### config.mk
export PLATFORM = sky130hd
export DESIGN_NAME = seg_desc_lookup
export DESIGN_NICKNAME = d
export VERILOG_FILES = /design/src/rtl/seg_desc_lookup.sv
export SDC_FILE = /design/constraint.sdc
export NUM_CORES = 1
export LEC_CHECK = 0
export ABC_AREA = 1
export ABC_CLOCK_PERIOD_IN_PS = 2850
export BUFFER_PORTS_ARGS = -buffer_cell sky130_fd_sc_hd__buf_2
export CORE_MARGIN = 1
export CORE_UTILIZATION = 55
export CTS_CLUSTER_DIAMETER = 50
export DETAILED_ROUTE_END_ITERATION = 10
export GPL_ROUTABILITY_DRIVEN = 0
export GPL_TIMING_DRIVEN = 0
export PLACE_DENSITY = 0.85
export RECOVER_POWER = 50
export SLEW_MARGIN = 20
export SYNTH_ARGS = -nofsm -noshare
export SYNTH_HDL_FRONTEND = slang
export SYNTH_SLANG_ARGS = --single-unit
### constraint.sdc
create_clock -name clk -period 2.85 [get_ports clk]
set_clock_uncertainty 0.15 [all_clocks]
set_input_delay 0.4275 -clock clk [delete_from_list [all_inputs] [get_ports clk]]
set_output_delay 0.4275 -clock clk [all_outputs]
set_load 0.005 [all_outputs]
### src/rtl/seg_desc_lookup.sv
module seg_desc_lookup #(
  parameter int GLIM_W = 16,
  parameter int LLIM_W = 20
) (
  input  logic              clk,
  input  logic              rst_n,
  input  logic              gtab_wr,
  input  logic [31:0]       gtab_wr_base,
  input  logic [GLIM_W-1:0] gtab_wr_limit,
  input  logic              req_valid,
  output logic              req_ready,
  input  logic [1:0]        req_op,
  input  logic [15:0]       req_sel,
  output logic              rsp_done,
  output logic [2:0]        rsp_fault,
  output logic [63:0]       rsp_desc,
  output logic              mem_req,
  output logic [31:0]       mem_addr,
  input  logic              mem_ready,
  input  logic [31:0]       mem_rdata,
  output logic              ltab_valid,
  output logic [15:0]       ltab_sel,
  output logic [31:0]       ltab_base,
  output logic [LLIM_W-1:0] ltab_limit,
  output logic [11:0]       ltab_ar
);
  localparam logic [1:0] OP_ACC = 2'b01;
  localparam logic [1:0] OP_LT  = 2'b10;
  localparam logic [2:0] F_NONE = 3'd0, F_NULL = 3'd1, F_LIMIT = 3'd2,
                         F_LINV = 3'd3, F_LTI  = 3'd4, F_TYPE  = 3'd5;

  typedef enum logic [1:0] {S_IDLE, S_RD0, S_RD1} st_t;
  st_t state;

  logic [31:0]       gtab_base;
  logic [GLIM_W-1:0] gtab_limit;
  logic [31:0]       addr_q, lo_q;
  logic [15:0]       sel_q;
  logic [1:0]        op_q;

  wire [12:0]       idx     = req_sel[15:3];
  wire              ti      = req_sel[2];
  wire              is_null = (req_sel[15:2] == 14'd0);
  wire [LLIM_W-1:0] lim     = ti ? ltab_limit : LLIM_W'(gtab_limit);
  wire              over    = LLIM_W'({idx, 3'b111}) > lim;
  wire [31:0]       base    = ti ? ltab_base : gtab_base;
  wire              accept  = req_valid && req_ready;

  assign req_ready = (state == S_IDLE);
  assign mem_req   = (state != S_IDLE);
  assign mem_addr  = (state == S_RD1) ? addr_q + 32'd4 : addr_q;

  logic       early_done;
  logic [2:0] early_fault;
  always_comb begin
    early_done  = 1'b1;
    early_fault = F_NONE;
    if (is_null) begin
      if (req_op == OP_ACC) early_fault = F_NULL;
    end else if (req_op == OP_LT && ti) early_fault = F_LTI;
    else if (ti && !ltab_valid)         early_fault = F_LINV;
    else if (over)                      early_fault = F_LIMIT;
    else                                early_done  = 1'b0;
  end

  always_ff @(posedge clk or negedge rst_n) begin
    if (!rst_n) begin
      state      <= S_IDLE;
      gtab_base  <= '0;
      gtab_limit <= '0;
      addr_q     <= '0;
      lo_q       <= '0;
      sel_q      <= '0;
      op_q       <= '0;
      rsp_done   <= 1'b0;
      rsp_fault  <= F_NONE;
      rsp_desc   <= '0;
      ltab_valid <= 1'b0;
      ltab_sel   <= '0;
      ltab_base  <= '0;
      ltab_limit <= '0;
      ltab_ar    <= '0;
    end else begin
      rsp_done <= 1'b0;
      if (gtab_wr) begin
        gtab_base  <= gtab_wr_base;
        gtab_limit <= gtab_wr_limit;
      end
      case (state)
        S_IDLE: if (req_valid) begin
          op_q   <= req_op;
          sel_q  <= req_sel;
          addr_q <= base + {16'd0, idx, 3'b000};
          if (early_done) begin
            rsp_done  <= 1'b1;
            rsp_fault <= early_fault;
            rsp_desc  <= '0;
            if (is_null && req_op == OP_LT) ltab_valid <= 1'b0;
          end else begin
            state <= S_RD0;
          end
        end
        S_RD0: if (mem_ready) begin
          lo_q  <= mem_rdata;
          state <= S_RD1;
        end
        S_RD1: if (mem_ready) begin
          state     <= S_IDLE;
          rsp_done  <= 1'b1;
          rsp_desc  <= {mem_rdata, lo_q};
          rsp_fault <= F_NONE;
          if (op_q == OP_LT) begin
            if (mem_rdata[12:8] != 5'b00010) begin
              rsp_fault <= F_TYPE;
            end else begin
              ltab_valid <= 1'b1;
              ltab_sel   <= sel_q;
              ltab_base  <= {mem_rdata[31:24], mem_rdata[7:0], lo_q[31:16]};
              ltab_limit <= LLIM_W'({mem_rdata[19:16], lo_q[15:0]});
              ltab_ar    <= {mem_rdata[23:20], mem_rdata[15:8]};
            end
          end
        end
        default: state <= S_IDLE;
      endcase
    end
  end

  p_mem_hold_r11: assert property (@(posedge clk) disable iff (!rst_n)
    mem_req && !mem_ready |=> mem_req && $stable(mem_addr));
  p_done_idle_r11: assert property (@(posedge clk) disable iff (!rst_n)
    rsp_done |-> req_ready);
  p_null_access_r5: assert property (@(posedge clk) disable iff (!rst_n)
    accept && is_null && req_op == OP_ACC |=> rsp_done && rsp_fault == F_NULL && !mem_req);
  p_null_load_r4: assert property (@(posedge clk) disable iff (!rst_n)
    accept && is_null && req_op != OP_ACC && req_op != OP_LT
      |=> rsp_done && rsp_fault == F_NONE && !mem_req);
  p_linv_r6: assert property (@(posedge clk) disable iff (!rst_n)
    accept && ti && !ltab_valid && req_op != OP_LT |=> rsp_done && rsp_fault == F_LINV);
  p_limit_r3: assert property (@(posedge clk) disable iff (!rst_n)
    accept && !is_null && !ti && over |=> rsp_done && rsp_fault == F_LIMIT && !mem_req);
  p_ltab_rise_r9: assert property (@(posedge clk) disable iff (!rst_n)
    $rose(ltab_valid) |-> $past(state == S_RD1 && mem_ready && op_q == OP_LT));
endmodule

Word level (Yosys, flattened, before mapping). Index checks and enable logic that the tools add are counted.

Add/subtract/negate cells: 2. Multiply operators: 0. Div/mod/pow operators: 0. $lt $le $gt $ge: 1. Equality and inequality tests: 14. Shifts and indexed selects: 0. Muxes and demuxes: 38. Bitwise gates (word level): 1. Reduce and logical (&&, ||, !) cells: 14.

Operators with widths (count): two-way mux 64 bit (3); one-hot mux 64 bit (2 select lines) (1); two-way mux 32 bit (2); adder 32 x 16 -> 32 bit (1); adder 32 x 3 -> 32 bit, second input constant (1); two-way mux 3 bit (7); > comparator 16 x 20 -> 1 bit (1); two-way mux 20 bit (1); logical NOT 14 bit (1); two-way mux 1 bit (14); two-way mux 2 bit (6); AND reduction 4 bit (3); != test 2 bit, second input constant (5); AND reduction 7 bit (1); == test 2 bit, second input constant (3); != test 2 x 1 -> 1 bit, second input constant (3); one-hot mux 2 bit (3 select lines) (1); one-hot mux 3 bit (2 select lines) (1); != test 5 x 2 -> 1 bit, second input constant (1); == test 2 x 1 -> 1 bit, second input constant (2); one-hot mux 1 bit (2 select lines) (2); AND reduction 2 bit (2); nonzero test 2 bit (2); logical AND 1 bit (3); other kinds (3) (3).

Register bits after elaboration: 281. Bits in latches: 0. RAM bits: 0. ROM bits: 0. Input bits: 103. Output and inout port bits: 183. Memories: 0.

Logic depth before layout (Yosys ltp). Gate-level depths: netlist of run 1.

Depth in word-level cells: 9. Mapped depth: 21.

Worst setup path after synthesis of run 1. Ideal clock, no wire load.

Path type: input to register. Start point: in req_sel[2]. End point: reg addr_q[25]. Arrival: 2734 ps. Required time: 2569 ps. Path slack: -165 ps. Stages: 16. Buffers on the path: 3. Cells stage by stage: buf_4 -> buf_2 -> clkbuf_1 -> nand2_1 -> o21ai_0 -> ha_1 -> inv_1 -> fa_1 -> o21ai_0 -> nand2_1 -> nand2_1 -> nand2_1 -> nand2_1 -> nand3_1 -> nand3_1 -> o21ai_0.

Word-level cells in the longest chain between the ends: 2.

Ends and longest elaborated chain: start: declaration (line 13) `input logic [15:0] req_sel,`; two-way mux 32 bit (line 46) `wire [31:0] base = ti ? ltab_base : gtab_base;`; adder 32 x 16 -> 32 bit (line 93) `addr_q <= base + {16'd0, idx, 3'b000};`; end signal: assignment (line 93); end: declaration (line 37) `logic [31:0] addr_q, lo_q;`.

No other way between the ends. A chain may end at the register's enable or synchronous reset.

Worst setup path after layout of run 1.
Start point: reg addr_q[11]. End point: out mem_addr[28].

Word-level cells in the longest chain between the ends: 2.

Ends and longest elaborated chain: adder 32 x 3 -> 32 bit (line 51) `assign mem_addr = (state == S_RD1) ? addr_q + 32'd4 : addr_q;`; two-way mux 32 bit (line 51); end: declaration (line 18) `output logic [31:0] mem_addr,`.

No other way between the ends.

==> results by group, run 1 <==
Status
  • Run status: complete, but fails checks
  • Violated checks: setup timing

Setup path
  • Start point of the critical path: addr_q[11]
  • Category of the worst setup path launch point: flip-flop
  • Cells traversed along the worst timing path: nand2_1 -> inv_1 -> nand3_1 -> nor2_1 -> nand2_4 -> nor4_4 -> nand2_1 -> xor2_1 -> buf_2
  • Worst-path maximum fanout: 4
  • Critical-path cell with the highest stage delay: sky130_fd_sc_hd__dfrtp_1
  • Biggest cell delay along the critical path: 0.41 ns
  • FF-to-FF Start: gtab_limit[10]
  • CP delay by family, top: simple AND/OR/NAND/NOR gates
  • Worst path bufs/invs: 2
  • Worst setup EP type: primary output
  • Category of the critical setup timing path: reg2out
  • Crit path DAT: 2.30 ns
  • Data required time of the worst path: 2.27 ns
  • Most common cell on crit path: sky130_fd_sc_hd__nand2_1

STA
  • Minimum clock period: 2.88 ns
  • Worst hold margin: 0.000425 ns
  • RSZ-0062 raised after global routing: yes
  • Pins Over Slew Limit: 0
  • Sum of negative setup slack: -0.0464 ns
  • Period utilisation layout: 101%
  • FMAX: 347 MHz
  • Final Hold Violating Endpoints: 0
  • Setup-violating endpoint count in the final report: 3
  • Measured slew at the worst slew-check pin: 1.40 ns
  • Headroom to the max-slew limit: 6.43%
  • Final worst slack: -0.0284 ns

Clock tree
  • Clock latency on the worst-skew pair: 0.57 ns
  • Inserted Clock Buffers: 30
  • Clock slew at reported path FFs: 0.06 ns
  • Clock sinks: 281
  • Buffer cell driving the clock tree root: sky130_fd_sc_hd__clkbuf_16
  • CTS tree: built
  • Maximum buffer depth of the clock tree: 3
  • Maximum level of the CTS H-tree: 1

Layout
  • Most common library cell in the layout ignoring fill and taps: sky130_fd_sc_hd__nand2_1
  • Synthesis-to-finish area growth: 29.5%
  • Ratio of cells with drive above 1 in the final layout: 21.4%
  • Commonest cells after routing, fill and taps aside: sky130_fd_sc_hd__nand2_1 (517), sky130_fd_sc_hd__buf_2 (299), sky130_fd_sc_hd__dfrtp_1 (280)
  • Number of fill cells in the layout: 1781
  • Number of nets at the end of the flow: 2260
  • Final cell utilization of the core: 72.7%
  • Area of all placed cells without fillers: 17700 sq um

Job
  • Max Cap Viol: 0

Synth
  • Count of flip-flops with a built-in enable after synthesis: 0
  • Post-Synth XOR/XNOR Area: 2.43%
  • Post-synthesis instance total: 1725
  • Mux contribution to synthesized area: 0.822%
  • Main combinational cell family by area after synthesis: simple AND/OR/NAND/NOR gates
  • Total nets after synthesis: 1856
  • Post-Synthesis Mean Instance Area: 7.94 sq um
  • Synthesis-stage register bit count: 281
  • Cell taking the most area after synthesis: sky130_fd_sc_hd__dfrtp_1
  • Fraction of the mapped netlist area in compound gates: 9.88%
  • Dominant synthesized flop cell: sky130_fd_sc_hd__dfrtp_1
  • Synth async-reset ratio: 100%
  • Portion of the post-synthesis area used by sequential elements: 51.4%
  • Number of different library cells in the post-synthesis netlist: 39
  • Cells taking the most area after synthesis: sky130_fd_sc_hd__dfrtp_1 (51%), sky130_fd_sc_hd__nand2_1 (14%), sky130_fd_sc_hd__o21ai_0 (5.8%), sky130_fd_sc_hd__inv_1 (5.3%), sky130_fd_sc_hd__nand3_1 (4.3%)
  • Simple-Gate Fraction of Synth Area: 24.7%
  • Number of warnings reported in the yosys synthesis log: 0
  • Arithmetic-cell share of the synthesized area counting full adders, half adders and majority gates: 2.61%
  • Post-synthesis cell area: 13700 sq um
  • Area share of the leading cell type in the synthesized netlist: 51.4%

Global routing
  • First-pass GRT wire length: 72200 microns
  • Number of antenna violations at the first check in global routing: 2
  • Pin count of the biggest net entering global routing: 98
  • Vias in the first global route: 13400
  • Overall fraction of global-route tracks in use: 36.6%
  • Overflow after GRT: 0

Die
  • Placeable Area: 24400 sq um
  • Boundary Pins: 286
  • Horizontal extent of the die: 160 microns
  • FP Rows: 57
  • Initial core utilization: 56.1%
  • Die area: 25500 sq um
  • Die Height: 160 microns

Routing
  • Count of unresolved DRC violations after routing: 0
  • Initial detailed-routing violation count: 1541
  • Average via count per standard cell: 5.58
  • Overall via count from detail_route: 13800
  • DR pass1 iterations: 6
  • Number of nets with antenna violations after detailed routing: 0
  • Average wire per cell in the routed design: 18.8 microns
  • Final wirelength: 46700 microns

Placement
  • Count of input and output buffers: 284
  • Post-DP HPWL: 32100 microns
  • Placed Instance Area: 15600 sq um

Power
  • Pwr/cell area: 769 nW/um^2
  • Total leakage power: 0.00956 uW
  • Worst vdd rail ir drop: 0.540 mV

Hold path
  • Critical hold path startpoint: mem_rdata[13]
  • Worst min-delay path category: in2reg
-- report_power, final --
part           internal, uW  switching (uW)  total, uW
combinational          1430            2380       3800
sequential             4860             641       5500
clock                  2640            1690       4330
-- repair_timing --
item | CTS | global route
resized for setup | 27 | 45
hold buffers | 59 | 0
pin swaps | 5 | 15
setup buffers | 12 | 17
setup endpoints to repair | 86 | 99
endpoints found under the hold margin | 259 | 0
-- cell families (layout without fill, tap and decap cells) --
kind of cell / count (synthesis) / after routing
muxes: 10 / 10
buffers and inverters: 280 / 706
and+or+nand+nor: 823 / 823
other: 0 / 3
AOI/OAI and AO/OA: 265 / 265
adders and majority gates: 28 / 28
DFF: 281 / 281
xor gates and xnor gates: 38 / 38
-- worst register-to-register path, cell delays in order (launching register included) --
cell and delay, ns:
sky130_fd_sc_hd__dfrtp_1 0.43, sky130_fd_sc_hd__inv_1 0.11, sky130_fd_sc_hd__nand2_1 0.07, sky130_fd_sc_hd__o21ai_0 0.12, sky130_fd_sc_hd__ha_1 0.28, sky130_fd_sc_hd__nand2_1 0.08, sky130_fd_sc_hd__inv_1 0.05, sky130_fd_sc_hd__nand2_1 0.06
sky130_fd_sc_hd__nand2_1 0.05, sky130_fd_sc_hd__a21oi_1 0.16, sky130_fd_sc_hd__nand2_1 0.10, sky130_fd_sc_hd__nand2_1 0.12, sky130_fd_sc_hd__nand3_1 0.10, sky130_fd_sc_hd__nand2_2 0.13, sky130_fd_sc_hd__nand2_1 0.12, sky130_fd_sc_hd__buf_4 0.20
sky130_fd_sc_hd__buf_6 0.16, sky130_fd_sc_hd__nand2_1 0.10, sky130_fd_sc_hd__nand2_1 0.06
-- sequential cells by signal, summed over array words and instances, names as in the netlist --
signal	flops
rsp_desc	64
ltab_sel	16
ltab_limit	20
rsp_done	1
gtab_limit	16
gtab_base	32
addr_q	32
lo_q	32
state	2
sel_q	16
op_q	2
ltab_valid	1
rsp_fault	3
ltab_base	32
ltab_ar	12
-- final cells by class --
cell class              instances  area, sq um  area share (%)
repair buffers                373         2290            12.9
diodes                          3         7.51          0.0423
multi-input cells            1164         5750            32.4
flip-flops and latches        281         7030            39.7
plain buffers                  82          408            2.30
clock inverters                16          262            1.47
inverters                     197          739            4.17
clock buffers                  38          841            4.74
well taps                     324          405            2.29
-- through the flow --
step	cells	power (uW)	worst slack, ns
final	2478	13600	-0.0284
after global routing	2476	14300	-0.171
after CTS	2461	13400	-0.0722
after detailed placement	2336	8910	-0.885
after global placement	2333	8750	-3.76
after floorplan	1725	7420	0.0349
-- synthesized netlist by cell type, types with 10 or more instances --
cell / instances
sky130_fd_sc_hd__dfrtp_1: 281
sky130_fd_sc_hd__nor3_1: 14
sky130_fd_sc_hd__xor2_1: 19
sky130_fd_sc_hd__buf_2: 21
sky130_fd_sc_hd__o21ai_1: 72
sky130_fd_sc_hd__xnor2_1: 19
sky130_fd_sc_hd__o21ai_0: 159
sky130_fd_sc_hd__clkbuf_1: 46
sky130_fd_sc_hd__nand3_1: 119
sky130_fd_sc_hd__mux2_2: 10
sky130_fd_sc_hd__nand2_1: 526
sky130_fd_sc_hd__inv_1: 194
sky130_fd_sc_hd__nand4_1: 11
sky130_fd_sc_hd__a21oi_1: 21
sky130_fd_sc_hd__ha_1: 27
sky130_fd_sc_hd__nor2_1: 129
-- path summary, 6_finish.rpt --
| path | end | depth (start not counted) | slack (ns) |
|---|---|---|---|
| worst min-delay path | ltab_ar[5] | 3 | 0.0004 |
| worst max register to register | rsp_desc[16] | 18 | 0.10 |
| min in group asynchronous | ltab_ar[6] | 2 | 0.57 |
| worst min register to register | lo_q[8] | 2 | 0.34 |
| max in group asynchronous | addr_q[4] | 3 | 0.41 |
| worst max-delay path | mem_addr[28] | 9 | -0.03 |
-- layer usage --
| metal | global-route usage (%) | part of all wire (%) | up-vias |
|---|---|---|---|
| li1 | - | - | 6256 |
| met1 | 46.4 | 38 | 6470 |
| met2 | 58.0 | 46 | 854 |
| met3 | 7.61 | 9.5 | 236 |
| met4 | 22.6 | 7.3 | 2 |
| met5 | 0 | 0.036 | - |
Note: power is estimated with default switching activity, not from simulation.
==> run 2, diff against run 1 <==
==> constraint.sdc (replaced) <==
create_clock -name clk -period 2.85 [get_ports clk]
set_clock_uncertainty 0.15 [all_clocks]
set_input_delay 0.57 -clock clk [delete_from_list [all_inputs] [get_ports clk]]
set_output_delay 0.57 -clock clk [all_outputs]
set_load 0.005 [all_outputs]
==> run 2 against run 1 <==
The flow finishes with violations (capacitance limit, slew limit, setup timing). Clock-buffer cell count is 5 higher. Via count is 2.9% lower. Non-clock buffer count is 52 lower. Fmax is 7.6% lower. Clock power is 11% lower. Final cell count is 2.1% lower. Combinational power is 2% lower. Critical path type unchanged. Largest cell class unchanged.
==> results by group, run 2 (synthesis results as in run 1) <==
Routing
  • Initial detailed-routing violation count: 1378 (was 1541)
  • DR pass1 iterations: 8 (was 6)
  • Average via count per standard cell: 5.53 (was 5.58)
  • Number of nets with antenna violations after detailed routing: 0 (unchanged)
  • Average wire per cell in the routed design: 18.2 microns (was 18.8 microns)
  • Final wirelength: 44100 microns (was 46700 microns)
  • Count of unresolved DRC violations after routing: 0 (unchanged)
  • Overall via count from detail_route: 13400 (was 13800)

Job
  • Max Cap Viol: 1 (was 0)

Global routing
  • First-pass GRT wire length: 68200 microns (was 72200 microns)
  • Vias in the first global route: 12800 (was 13400)
  • Met3 routing resource usage after global routing: 6.73% (was 7.61%)
  • Overflow after GRT: 0 (unchanged)
  • Most used routing layer in global routing: met2 (unchanged)
  • Met2 demand-to-capacity share in global routing: 55.1% (was 58.0%)
  • Pin count of the biggest net entering global routing: 94 (was 98)
  • Number of antenna violations at the first check in global routing: 2 (unchanged)
  • Overall fraction of global-route tracks in use: 34.2% (was 36.6%)
  • GR met1 Demand/Resource: 44.4% (was 46.4%)

Clock tree
  • Buffer cell driving the clock tree root: sky130_fd_sc_hd__clkbuf_16 (unchanged)
  • Clock latency on the worst-skew pair: 0.55 ns (was 0.57 ns)
  • Maximum level of the CTS H-tree: 1 (unchanged)
  • CTS tree: built (unchanged)
  • Inserted Clock Buffers: 30 (unchanged)
  • Maximum buffer depth of the clock tree: 3 (unchanged)
  • Clock slew at reported path FFs: 0.06 ns (about the same)
  • Clock sinks: 281 (unchanged)

Setup path
  • Worst-path maximum fanout: 3 (was 4)
  • Critical-path cell with the highest stage delay: sky130_fd_sc_hd__dfrtp_1 (unchanged)
  • Cells traversed along the worst timing path: buf_4 -> buf_6 -> buf_6 -> nand3_4 -> nor2_4 -> nand3_4 -> nor2_4 -> nand2_4 -> nor2_4 -> nand2_2 -> nor2_2 -> xor2_1 -> buf_2 (was nand2_1 -> inv_1 -> nand3_1 -> nor2_1 -> nand2_4 -> nor4_4 -> nand2_1 -> xor2_1 -> buf_2)
  • Crit path DAT: 2.39 ns (was 2.30 ns)
  • Worst setup EP type: primary output (unchanged)
  • Category of the worst setup path launch point: flip-flop (unchanged)
  • Data required time of the worst path: 2.13 ns (was 2.27 ns)
  • Biggest cell delay along the critical path: 0.40 ns (was 0.41 ns)
  • Worst-case reg-to-reg path depth: 14 (was 18)
  • Category of the critical setup timing path: reg2out (unchanged)
  • Most common cell on crit path: sky130_fd_sc_hd__nor2_4 (was sky130_fd_sc_hd__nand2_1)

STA
  • Worst hold margin: 0.0854 ns (was 0.000425 ns)
  • Final Hold Violating Endpoints: 0 (unchanged)
  • Pins Over Slew Limit: 56 (was 0)
  • RSZ-0062 raised after global routing: yes (unchanged)
  • Minimum clock period: 3.11 ns (was 2.88 ns)
  • Setup-violating endpoint count in the final report: 20 (was 3)
  • Period utilisation layout: 109% (was 101%)
  • FMAX: 321 MHz (was 347 MHz)
  • Sum of negative setup slack: -2.82 ns (was -0.0464 ns)
  • Final worst slack: -0.264 ns (was -0.0284 ns)
  • Headroom to the max-slew limit: -2.14% (was 6.43%)
  • Measured slew at the worst slew-check pin: 1.53 ns (was 1.40 ns)

Die
  • Die Height: 160 microns (unchanged)
  • FP Rows: 57 (unchanged)
  • Boundary Pins: 286 (unchanged)
  • Die area: 25500 sq um (unchanged)
  • Placeable Area: 24400 sq um (unchanged)
  • Initial core utilization: 56.1% (unchanged)
  • Horizontal extent of the die: 160 microns (unchanged)

Layout
  • Number of fill cells in the layout: 1943 (was 1781)
  • Commonest cells after routing, fill and taps aside: sky130_fd_sc_hd__nand2_1 (516), sky130_fd_sc_hd__dfrtp_1 (281), sky130_fd_sc_hd__buf_2 (245) (was sky130_fd_sc_hd__nand2_1 (517), sky130_fd_sc_hd__buf_2 (299), sky130_fd_sc_hd__dfrtp_1 (280))
  • Largest reg by FF count: rsp_desc (unchanged)
  • Area of all placed cells without fillers: 17100 sq um (was 17700 sq um)
  • Flip-flop count of the largest register after layout: 64 (unchanged)
  • Synthesis-to-finish area growth: 24.8% (was 29.5%)
  • Most common library cell in the layout ignoring fill and taps: sky130_fd_sc_hd__nand2_1 (unchanged)
  • Number of nets at the end of the flow: 2208 (was 2260)
  • Ratio of cells with drive above 1 in the final layout: 19.9% (was 21.4%)

Placement
  • Post-DP HPWL: 32200 microns (was 32100 microns)
  • Placement Setup Slack: -0.824 ns (was -0.885 ns)
  • Count of input and output buffers: 284 (unchanged)
  • Placed Instance Area: 15600 sq um (about the same)

Power
  • Total leakage power: 0.00910 uW (was 0.00956 uW)
  • Overall power of the completed layout: 13100 uW (was 13600 uW)
  • Pwr/cell area: 767 nW/um^2 (was 769 nW/um^2)
  • Worst vdd rail ir drop: 0.555 mV (was 0.540 mV)

Status
  • Violated checks: capacitance limit, slew limit, setup timing (was setup timing)
  • Run status: complete, but fails checks (unchanged)

Hold path
  • Number of cells on the worst hold path: 3 (unchanged)
  • Worst min-delay path category: in2reg (unchanged)
run 2: cell types whose count changed in the layout (fill, tap and decap cells not counted), moves of 4 or more:
cell                            previous run  this run
sky130_fd_sc_hd__buf_2                   299       245
sky130_fd_sc_hd__buf_6                     7        13
sky130_fd_sc_hd__bufinv_16                 6         1
sky130_fd_sc_hd__clkbuf_1                 46        98
sky130_fd_sc_hd__dlygate4sd3_1            59         1
sky130_fd_sc_hd__o21ai_1                  73        77
run 2: critical path: cells and delay by family, from the launching register on:
kind                   cells  cell delay [ns]
XOR/XNOR                   1             0.14
buffers and inverters      4             0.43
flip-flops                 1             0.40
AND/OR/NAND/NOR            8             0.87
run 2: power by group:
part | leakage, uW | total, uW | switching, uW | internal, uW
sequential | 0.00364 | 5530 | 670 | 4860
combinational | 0.00497 | 3710 | 2340 | 1370
clock | 0.000489 | 3860 | 1600 | 2260
total | 0.00910 | 13100 | 4620 | 8490
run 2: stage by stage:
| step | util (%) | std cells |
|---|---|---|
| after global placement | 63.7 | 2333 |
| after detailed placement | 64.1 | 2336 |
| final | 70.0 | 2427 |
| after global routing | 70.0 | 2425 |
| after CTS | 69.8 | 2418 |
| after floorplan | - | 1725 |
run 2: final timing paths:
path	from	to	slack, ns
min reg2reg	ltab_sel[15]	ltab_sel[15]	0.33
max	addr_q[2]	mem_addr[29]	-0.26
max in group asynchronous	rst_n	ltab_ar[0]	0.29
min in group asynchronous	rst_n	lo_q[12]	0.76
min	gtab_wr_base[22]	gtab_base[22]	0.09
max reg2reg	ltab_base[4]	addr_q[30]	0.18
run 2: layout make-up:
| class | instances | area, sq um | area share, % |
|---|---|---|---|
| sequential | 281 | 7030 | 41.2 |
| multi-input combinational | 1164 | 5770 | 33.8 |
| timing repair buffer | 322 | 1720 | 10.1 |
| clock buffer | 43 | 891 | 5.21 |
| inverter | 197 | 739 | 4.33 |
| buffer | 81 | 424 | 2.48 |
| tap | 324 | 405 | 2.37 |
| clock inverter | 12 | 97.6 | 0.571 |
| antenna | 3 | 7.51 | 0.0439 |
run 2: per-layer routing:
layer	share of wire (%)	wire (microns)	up-vias
met5	0	0	-
met2	47	20700	749
met4	4.8	2120	0
li1	-	-	6164
met1	39	17100	6358
met3	9.4	4140	148
run 2: what timing repair did:
action | in CTS | in global routing
endpoints found under the hold margin | 54 | 0
endpoints found under the setup margin | 95 | 117
pin swaps | 12 | 14
hold buffers | 1 | 0
gates resized for setup | 51 | 29
setup buffers | 27 | 7
==> run 3, diff against run 2 <==
--- a/config.mk
+++ b/config.mk
@@ -14,7 +14,7 @@
 export DETAILED_ROUTE_END_ITERATION = 10
 export GPL_ROUTABILITY_DRIVEN = 0
 export GPL_TIMING_DRIVEN = 0
-export PLACE_DENSITY = 0.85
+export PLACE_DENSITY = 0.8
 export RECOVER_POWER = 50
 export SLEW_MARGIN = 20
 export SYNTH_ARGS = -nofsm -noshare
==> run 3 against run 2 <==
Die area is the same. Critical path type unchanged. The flow finishes with violations (setup timing). Sequential share of layout area is essentially flat. Final cell count shrank 0.37%.
==> results by group, run 3 (synthesis results as in run 1) <==
Status
  • Run status: complete, but fails checks (unchanged)
  • Violated checks: setup timing (was capacitance limit, slew limit, setup timing)

Global routing
  • Pin count of the biggest net entering global routing: 99 (was 94)
  • Vias in the first global route: 12600 (was 12800)
  • Most used routing layer in global routing: met2 (unchanged)
  • Overall fraction of global-route tracks in use: 33.7% (was 34.2%)
  • Overflow after GRT: 0 (unchanged)
  • Met3 routing resource usage after global routing: 4.62% (was 6.73%)
  • First-pass GRT wire length: 67100 microns (was 68200 microns)
  • Number of antenna violations at the first check in global routing: 2 (unchanged)
  • GR met1 Demand/Resource: 44.9% (was 44.4%)
  • Met2 demand-to-capacity share in global routing: 54.3% (was 55.1%)

STA
  • FMAX: 319 MHz (was 321 MHz)
  • Final Hold Violating Endpoints: 0 (unchanged)
  • Headroom to the max-slew limit: 9.57% (was -2.14%)
  • Measured slew at the worst slew-check pin: 1.36 ns (was 1.53 ns)
  • Period utilisation layout: 110% (was 109%)
  • Sum of negative setup slack: -3.60 ns (was -2.82 ns)
  • Minimum clock period: 3.14 ns (was 3.11 ns)
  • RSZ-0062 raised after global routing: yes (unchanged)
  • Worst hold margin: 0.0632 ns (was 0.0854 ns)
  • Setup-violating endpoint count in the final report: 65 (was 20)
  • Final worst slack: -0.287 ns (was -0.264 ns)
  • Pins Over Slew Limit: 0 (was 56)

Die
  • Initial core utilization: 56.1% (unchanged)
  • Die area: 25500 sq um (unchanged)
  • Horizontal extent of the die: 160 microns (unchanged)
  • Die Height: 160 microns (unchanged)
  • FP Rows: 57 (unchanged)
  • Boundary Pins: 286 (unchanged)
  • Placeable Area: 24400 sq um (unchanged)

Layout
  • Synthesis-to-finish area growth: 24.7% (was 24.8%)
  • Ratio of cells with drive above 1 in the final layout: 20.5% (was 19.9%)
  • Most common library cell in the layout ignoring fill and taps: sky130_fd_sc_hd__nand2_1 (unchanged)
  • Area of all placed cells without fillers: 17100 sq um (about the same)
  • Largest reg by FF count: rsp_desc (unchanged)
  • Number of nets at the end of the flow: 2201 (was 2208)
  • Commonest cells after routing, fill and taps aside: sky130_fd_sc_hd__nand2_1 (516), sky130_fd_sc_hd__dfrtp_1 (281), sky130_fd_sc_hd__buf_2 (265) (was sky130_fd_sc_hd__nand2_1 (516), sky130_fd_sc_hd__dfrtp_1 (281), sky130_fd_sc_hd__buf_2 (245))
  • Flip-flop count of the largest register after layout: 64 (unchanged)

Routing
  • Average via count per standard cell: 5.40 (was 5.53)
  • DR pass1 iterations: 6 (was 8)
  • Count of unresolved DRC violations after routing: 0 (unchanged)
  • Overall via count from detail_route: 13100 (was 13400)
  • Average wire per cell in the routed design: 17.9 microns (was 18.2 microns)
  • Final wirelength: 43200 microns (was 44100 microns)
  • Number of nets with antenna violations after detailed routing: 0 (unchanged)
  • Initial detailed-routing violation count: 1161 (was 1378)

Power
  • Reg power frac: 41.4% (was 42.2%)
  • Pwr/cell area: 776 nW/um^2 (was 767 nW/um^2)
  • Worst vdd rail ir drop: 0.451 mV (was 0.555 mV)
  • Overall power of the completed layout: 13200 uW (was 13100 uW)
  • P_sw: 4590 uW (was 4620 uW)
  • Fraction of power spent switching nets: 34.7% (was 35.2%)
  • Clock share of power: 31.0% (was 29.5%)
  • Fraction of power consumed by combinational cells: 27.6% (was 28.3%)
  • Total leakage power: 0.00915 uW (was 0.00910 uW)
  • Internal power: 8650 uW (was 8490 uW)

Clock tree
  • Clock sinks: 281 (unchanged)
  • Inserted Clock Buffers: 30 (unchanged)
  • Maximum buffer depth of the clock tree: 3 (unchanged)
  • Clock latency on the worst-skew pair: 0.57 ns (was 0.55 ns)
  • CTS tree: built (unchanged)
  • Buffer cell driving the clock tree root: sky130_fd_sc_hd__clkbuf_16 (unchanged)
  • Maximum level of the CTS H-tree: 1 (unchanged)
  • Clock slew at reported path FFs: 0.07 ns (was 0.06 ns)

Setup path
  • Worst setup EP type: primary output (unchanged)
  • Data required time of the worst path: 2.13 ns (about the same)
  • Category of the critical setup timing path: reg2out (unchanged)
  • Worst-path maximum fanout: 3 (unchanged)
  • Category of the worst setup path launch point: flip-flop (unchanged)
  • Crit path DAT: 2.42 ns (was 2.39 ns)

Placement
  • Count of input and output buffers: 284 (unchanged)
  • Placed Instance Area: 15600 sq um (unchanged)
  • Post-DP HPWL: 32200 microns (about the same)

Job
  • Max Cap Viol: 0 (was 1)

Hold path
  • Worst min-delay path category: in2reg (unchanged)
==> run 3: cell count changes in the layout (fill, tap and decap cells not counted), moves of 2 or more <==
cell	before	now
sky130_fd_sc_hd__buf_2	245	265
sky130_fd_sc_hd__buf_4	34	31
sky130_fd_sc_hd__buf_6	13	11
sky130_fd_sc_hd__bufinv_16	1	3
sky130_fd_sc_hd__clkbuf_1	98	78
sky130_fd_sc_hd__clkbuf_4	6	3
sky130_fd_sc_hd__clkbuf_8	7	9
sky130_fd_sc_hd__clkinv_2	7	2
sky130_fd_sc_hd__diode_2	3	1
sky130_fd_sc_hd__nand3_1	115	117
sky130_fd_sc_hd__nor2_1	120	122
sky130_fd_sc_hd__nor2_2	8	6
sky130_fd_sc_hd__o21ai_1	77	75
==> run 3: metal layers <==
layer	vias to the layer above	routed length, microns
met3	132	3410
met4	2	2250
li1	6157	-
met2	614	20100
met1	6159	17400
met5	-	9
==> run 3: area by class of cell <==
cell class                      count  area [sq um]
Fill cell                        1966          7320
Buffer                             82           430
Tap cell                          324           405
Multi-Input combinational cell   1164          5740
Timing Repair Buffer              314          1660
Sequential cell                   281          7030
Clock inverter                     13           176
Antenna cell                        1          2.50
Inverter                          197           739
Clock buffer                       42           886
==> run 3: through the flow <==
stage,std cells,setup WS [ns],utilization [%]
6_report,2418,-0.287,70.0
4_1_cts,2407,-0.168,69.6
5_1_grt,2417,-0.379,70.0
3_5_place_dp,2336,-0.884,64.1
2_1_floorplan,1725,-0.00558,-
3_3_place_gp,2333,-4.02,63.7
==> run 3: repair_timing <==
action / 4_1_cts / 5_1_grt
buffers inserted: 15 / 14
pin swaps: 8 / 18
hold buffers: 1 / 0
endpoints found under the setup margin: 94 / 110
resized for setup: 40 / 38
endpoints found under the hold margin: 50 / 0
==> run 3: worst paths after layout <==
kind                       slack (ns)  cells past startpoint               from              to
setup / recovery                -0.29                     10          addr_q[2]    mem_addr[28]
hold / removal                   0.06                      3  gtab_wr_limit[15]  gtab_limit[15]
setup reg to reg                -0.12                     10           state[0]    ltab_sel[10]
hold reg to reg                  0.32                      2       ltab_sel[15]    ltab_sel[15]
max in group asynchronous        0.33                      3              rst_n  ltab_limit[16]
min in group asynchronous        0.71                      2              rst_n      addr_q[28]
==> run 3: power groups by stage <==
stage	clock, uW	combinational [uW]	sequential [uW]
floorplan	0	2040	5390
global placement	0	3280	5480
detailed placement	0	3410	5500
CTS	4130	3550	5450
global route	4300	4050	5590
finish	4100	3650	5490
==> run 3: worst max-delay path, stage by stage (launching register included) <==
cell and delay, ns:
sky130_fd_sc_hd__dfrtp_1 0.40, sky130_fd_sc_hd__ha_2 0.22, sky130_fd_sc_hd__nand3_2 0.10, sky130_fd_sc_hd__nor2_4 0.13, sky130_fd_sc_hd__nand2_4 0.09, sky130_fd_sc_hd__nor2_4 0.12
sky130_fd_sc_hd__nand2_4 0.08, sky130_fd_sc_hd__nor4_4 0.33, sky130_fd_sc_hd__nand2_1 0.11, sky130_fd_sc_hd__xor2_1 0.14, sky130_fd_sc_hd__buf_2 0.12
